File: src/rtl/page_commit_unit.sv
module page_commit_unit #(
  parameter int ADDR_W     = 13,
  parameter int DATA_W     = 8,
  parameter int PAGE_BYTES = 32,
  parameter int WCYC       = 200,
  parameter int SLOT_W     = 4,
  parameter int STOP_SLOT  = 10
) (
  input  logic              clk,
  input  logic              rst_n,
  input  logic              addr_load_i,
  input  logic [ADDR_W-1:0] addr_i,
  input  logic              byte_stb_i,
  input  logic              byte_wen_i,
  input  logic [DATA_W-1:0] byte_data_i,
  input  logic              stop_stb_i,
  input  logic [SLOT_W-1:0] stop_slot_i,
  output logic              arr_we_o,
  output logic [ADDR_W-1:0] arr_addr_o,
  output logic [DATA_W-1:0] arr_data_o,
  output logic              busy_o
);
  localparam int OFS_W = $clog2(PAGE_BYTES);
  localparam int ROW_W = ADDR_W - OFS_W;
  localparam int CNT_W = $clog2(WCYC + 1);

  logic [ROW_W-1:0]      row_q;
  logic [OFS_W-1:0]      ptr_q;
  logic [PAGE_BYTES-1:0] vld_q;
  logic [DATA_W-1:0]     dat_q [PAGE_BYTES];
  logic                  busy_q;
  logic [CNT_W-1:0]      cnt_q;

  wire              commit  = stop_stb_i && (stop_slot_i == SLOT_W'(STOP_SLOT)) && (|vld_q);
  wire              in_scan = busy_q && (cnt_q < CNT_W'(PAGE_BYTES));
  wire [OFS_W-1:0]  idx     = cnt_q[OFS_W-1:0];
  wire              last    = (cnt_q == CNT_W'(WCYC - 1));

  always_ff @(posedge clk or negedge rst_n) begin
    if (!rst_n) begin
      busy_q <= 1'b0;
      cnt_q  <= '0;
      vld_q  <= '0;
      row_q  <= '0;
      ptr_q  <= '0;
    end else if (busy_q) begin
      cnt_q <= cnt_q + CNT_W'(1);
      if (last) begin
        busy_q <= 1'b0;
        vld_q  <= '0;
      end
    end else if (addr_load_i) begin
      row_q <= addr_i[ADDR_W-1:OFS_W];
      ptr_q <= addr_i[OFS_W-1:0];
      vld_q <= '0;
    end else if (byte_stb_i) begin
      if (byte_wen_i) vld_q[ptr_q] <= 1'b1;
      ptr_q <= ptr_q + OFS_W'(1);
    end else if (stop_stb_i) begin
      if (commit) begin
        busy_q <= 1'b1;
        cnt_q  <= '0;
      end else begin
        vld_q <= '0;
      end
    end
  end

  always_ff @(posedge clk) begin
    if (!busy_q && !addr_load_i && byte_stb_i && byte_wen_i)
      dat_q[ptr_q] <= byte_data_i;
  end

  assign arr_we_o   = in_scan && vld_q[idx];
  assign arr_addr_o = {row_q, idx};
  assign arr_data_o = dat_q[idx];
  assign busy_o     = busy_q;
endmodule

File: config.mk
export PLATFORM = sky130hd
export DESIGN_NAME = page_commit_unit
export DESIGN_NICKNAME = d
export VERILOG_FILES = /design/src/rtl/page_commit_unit.sv
export SDC_FILE = /design/constraint.sdc
export NUM_CORES = 1
export LEC_CHECK = 0
export BUFFER_PORTS_ARGS = -buffer_cell sky130_fd_sc_hd__buf_4
export CORE_MARGIN = 10
export CORE_UTILIZATION = 44
export DETAILED_ROUTE_END_ITERATION = 6
export PLACE_DENSITY = 0.61
export SETUP_SLACK_MARGIN = 0.4
export SLEW_MARGIN = 15
export SYNTH_ARGS = -nofsm -noshare
export SYNTH_HDL_FRONTEND = slang
export SYNTH_SLANG_ARGS = --single-unit
File: constraint.sdc
create_clock -name clk -period 3.1 [get_ports clk]
set_input_delay 0.31 -clock clk [delete_from_list [all_inputs] [get_ports clk]]
set_output_delay 0.31 -clock clk [all_outputs]
set_load 0.02 [all_outputs]
* Yosys cells after proc, flatten, opt, wreduce, memory -nomap -nowiden
Memory sizes are Yosys's and may differ from the RTL's. Cells that the tools add are included.
Operators by class: equality and inequality tests 7, reduce and logical (&&, ||, !) cells 19, shifts and indexed selects 0, $mul 0, bitwise operators 2, divide/modulo/power cells 0, mux-type cells 26, add/sub/neg operators 2, $lt $le $gt $ge 4
Operators by type and width (count):
- $mux W32 | 7
- $mux W8 | 5
- $or A32 B32 Y32 | 1
- $reduce_or A32 Y1 | 1
- $lt A5 B6 Y1 const B | 2
- $mux W1 | 10
- $mux W5 | 2
- $add A8 B1 Y8 const B | 1
- $eq A8 B8 Y1 const B | 1
- $logic_and A1 B1 Y1 | 8
- $lt A8 B6 Y1 const B | 1
- $reduce_and A4 Y1 | 2
- $ne A2 B1 Y1 const B | 3
- $reduce_bool A2 Y1 | 3
- $add A5 B1 Y5 const B | 1
- $bmux W1 S5 | 1
- $demux W1 S5 | 1
- $ge A5 B1 Y1 const B | 1
- $eq A4 B4 Y1 const B | 1
- $ne A4 B2 Y1 const B | 1
- $ne A4 B4 Y1 const B | 1
- $reduce_and A2 Y1 | 2
- $reduce_bool A4 Y1 | 1
- $logic_not A1 Y1 | 2
- $not A1 Y1 | 1
Storage, ports and cells: RAM bits 256, logic and storage cells 66, bits in registers 54, latch bits 0, output and inout bits 23, input port bits 31, memories 1, ROM bits 0
Memories:
- dat_q | words 32, bits a word 8, read ports 1, clocked after Yosys merged registers in 0, wr ports 1, line 30 | logic [DATA_W-1:0] dat_q [PAGE_BYTES];

* Depth between registers and ports, before layout
word-level depth 9, depth in mapped cells 7, gate-level depth less buffers 6

* Least setup slack after synthesis
OpenSTA, ideal clock, no wires.
kind reg2reg, start point register busy_q, in the netlist busy_o, end point memory dat_q[23][0] (enable), library setup time 0.385 ns, stages on the path, launching flop included 5, path buffers 1, arrival time 1.871 ns, data required time 2.715 ns, period minus slack after synthesis 2.256 ns, slack 0.844 ns, cell sequence dfrtp_1 -> and4bb_1 -> buf_2 -> nand3_1 -> nor3b_1
On the way: word-level cells in the longest chain between the ends 6
RTL lines:
- start: declaration | line 31 | logic busy_q;
- start signal: assignment | line 41 | busy_q <= 1'b0;
- start signal: assignment | line 49 | busy_q <= 1'b0;
- start signal: assignment | line 61 | busy_q <= 1'b1;
- $logic_not A1 Y1 | line 70 | if (!busy_q && !addr_load_i && byte_stb_i && byte_wen_i)
- $logic_and A1 B1 Y1 (3 in a row) | line 70
- $mux W1 | line 70
- $mux W1 (not written as such) | line 71 | dat_q[ptr_q] <= byte_data_i;
- end: declaration | line 30
Every way passes these cells.

* Final worst setup path
start point register cnt_q[0], end point output port arr_data_o[3]
On the way: word-level cells in the longest chain between the ends 1
RTL lines:
- start: declaration | line 32 | logic [CNT_W-1:0] cnt_q;
- start signal: assignment | line 47 | cnt_q <= cnt_q + CNT_W'(1);
- $mem_v2 Z32 W8
- end: declaration | line 20 | output logic [DATA_W-1:0] arr_data_o,
Every way passes these cells.

==> run summary <==
run status = finished, final reports clean
die width = 192 um
multi-input gate area in the final layout = 0.00373 mm2
antenna violations before repair = 0
switching share of power = 30.0%
global-route total usage across every layer = 16.8%
largest net degree at the start of global routing = 55
Reg power frac = 37.7%
Sinks on Clock Net = 310
final-layout setup total negative slack = 0 ns
max-slew violation total from the final report = 0
# setup viols final = 0
time the worst path needs with I/O delays and setup = 2.86 ns
capturing element type of the critical path = output port
first-pass GRT wire length = 47100 um
HPWL after detailed placement = 19300 um
post-route clock skew = 0.0102 ns
IR drop worst, VDD = 0.000440 V
Mapped Nets = 777
max-cap violations = 0
DRT Pass-1 Iters = 5
Combinational Power Share = 33.0%
share of async-settable or async-resettable flops after synthesis = 17.4%
count of inserted antenna diode cells = 0
first-iteration detailed-routing DRC count = 699
global placement routability congestion = 0.864
cell taking the most area after synthesis = edfxtp_1
cell area after synthesis = 0.0130 mm2
Final Non-Filler Cells = 1257
clock tree from TritonCTS = built
cell types occupying the most area after synthesis = edfxtp_1 (59%), dfrtp_1 (10%), mux4_2 (9.9%)
Worst Path Arrival = 2.55 ns
core occupancy in the finished layout = 53.6%
Lkg Pwr = 5.48 nW
# IOs = 54
quantity of I/O buffers inserted on ports = 53
clock insertion delay at the later pin of the skew report = 0.51 ns
crit start category = flip-flop
initial cell density of the core = 45.0%
Yosys warning count = 0
highest clock frequency the design can meet = 349 MHz
Worst-path clk slew = 0.06 ns
RSZ-0062 raised after global routing = true
final standard cell area without fillers = 0.0155 mm2
cell types with the highest counts after synthesis = edfxtp_1 (256), mux4_2 (57), dfrtp_1 (54)
type of the worst setup path = reg2out
gate count after technology mapping = 741
Placed Cells = 1160
distinct cell type count of the synthesized netlist = 50
H-tree lvl count = 2
area growth from synthesis to final layout = 19.1%
areal power density over the cells = 826 mW/mm2
fraction of final layout cells sized beyond drive strength 1 = 31.7%
cts bufs inserted = 34
std cell rows = 62
clock buffer depth = 3
total of fill cells in the finished design = 2244
Root Buffer Master = clkbuf_16
main flop type after synthesis = edfxtp_1
remaining antenna violation count = 0
final-report hold violation count = 0
count leader, synth = edfxtp_1
final total power = 12.8 mW
#FFs+latches synth = 310
post-place instance area = 0.0139 mm2
number of global-route vias before repair = 7609
max_slew headroom = 44.3%
fraction of synthesized cell area taken by the top area cell type = 59.0%
type of the worst min-delay path = in2reg
power dissipated by switching net loads = 3.85 mW
final cycle utilization of the critical path = 92.4%
internal power of the cells = 8.97 mW
sequential standard cell area = 0.00905 mm2
average size of a mapped cell = 17.6 um2
share of total power in the clock network = 29.4%
portion of the post-synthesis area used by sequential elements = 69.4%
number of enable-type register cells in the synthesized netlist = 256
die extent in y = 192 um
worst-margin pin slew = 0.833 ns
vias = 7388
DRC violations left = 0
post-DR vias/cell = 5.88
maximum fanout count along the critical path = 5
wire length reported by the detailed router = 30900 um
core area = 0.0289 mm2
post-DR wirelength/cell = 24.6 um
Die Outline Area = 0.0369 mm2
final-stage net count = 883
required time reported for the critical path endpoint = 2.79 ns
aggregate global routing overflow = 0
cell type report:
| cell class | instances | share of cell area (%) |
|---|---|---|
| Sequential cell | 310 | 58.3 |
| Multi-Input combinational cell | 363 | 24.1 |
| Timing Repair Buffer | 126 | 7.54 |
| Clock buffer | 46 | 5.91 |
| Tap cell | 384 | 3.10 |
| Clock inverter | 16 | 0.798 |
| Inverter | 12 | 0.290 |
state kept, by name (all words and copies together), names as in the netlist:
signal  flops
vld_q      32
ptr_q       5
dat_q     256
cnt_q       8
busy_o      1
row_q       8
critical path, stage by stage, from the launching register on:
cell,delay [ns]
dfrtp_4,0.53
buf_12,0.17
buf_16,0.14
buf_4,0.13
mux4_2,0.32
mux2i_1,0.07
a22o_1,0.22
a221oi_2,0.26
buf_4,0.21
metrics by stage:
step                      hold slack, ns  worst slack, ns
after floorplan                   0.0144            0.844
after global placement             0.384            0.400
after detailed placement           0.401            0.393
after CTS                         0.0188            0.254
after global routing              0.0160            0.176
final                             0.0303            0.236
cell families after synthesis:
logic type      share of synthesized area [%]
buf+inv                                  2.97
simple gates                             4.93
xor+xnor                               0.0672
mux                                      16.4
compound gates                           5.79
fa+ha+maj                               0.480
flops                                    69.4
placed cells by master (no fill, tap or decap), drive strengths merged, types with 2 or more instances in the layout:
cell / n
clkinv: 12
a22o: 8
nand2b: 3
ha: 5
a221oi: 8
mux2: 9
a22oi: 4
and2: 4
o21ai: 27
dfrtp: 54
a21oi: 37
and3: 5
nand2: 35
o211ai: 4
nor3b: 5
clkbuf: 49
a31o: 12
nand3: 6
edfxtp: 256
a41o: 3
mux4: 72
nand4: 5
mux2i: 36
inv: 14
nor4: 8
nor3: 21
nor2b: 7
nand3b: 4
nor2: 18
a41oi: 2
buf: 122
worst paths after layout:
kind,from,cells past startpoint,to,slack [ns]
max,cnt_q[0],8,arr_data_o[3],0.24
min,addr_i[7],2,row_q[2],0.03
max reg2reg,cnt_q[0],10,vld_q[26],0.63
min reg2reg,row_q[6],1,row_q[6],0.51
max in group asynchronous,rst_n,2,cnt_q[3],2.17
min in group asynchronous,rst_n,2,vld_q[8],0.38
per-layer routing:
layer	GRT usage, %	part of all wire (%)	vias to the layer above
met2	27.3	50	300
met1	22.7	41	3829
met5	0	0	-
met3	3.43	7.5	45
met4	4.11	1.9	0
li1	-	-	3214
power groups by stage:
| stage | registers (mW) | logic, mW | clock network, mW |
|---|---|---|---|
| 2_1_floorplan | 4.77 | 2.44 | 0 |
| 3_3_place_gp | 5.00 | 3.13 | 0 |
| 3_5_place_dp | 5.01 | 3.17 | 0 |
| 4_1_cts | 4.88 | 3.84 | 3.84 |
| 5_1_grt | 4.84 | 4.49 | 4.01 |
| 6_report | 4.83 | 4.23 | 3.77 |
timing repair:
| item | CTS | global route |
|---|---|---|
| cloned | 2 | 3 |
| hold endpoints to repair | 54 | 0 |
| pin swaps | 0 | 1 |
| endpoints found under the setup margin | 9 | 9 |
| hold buffers | 1 | 0 |
| setup buffers | 14 | 15 |
| gates resized for setup | 45 | 8 |
Note: power is estimated with default switching activity, not from simulation.
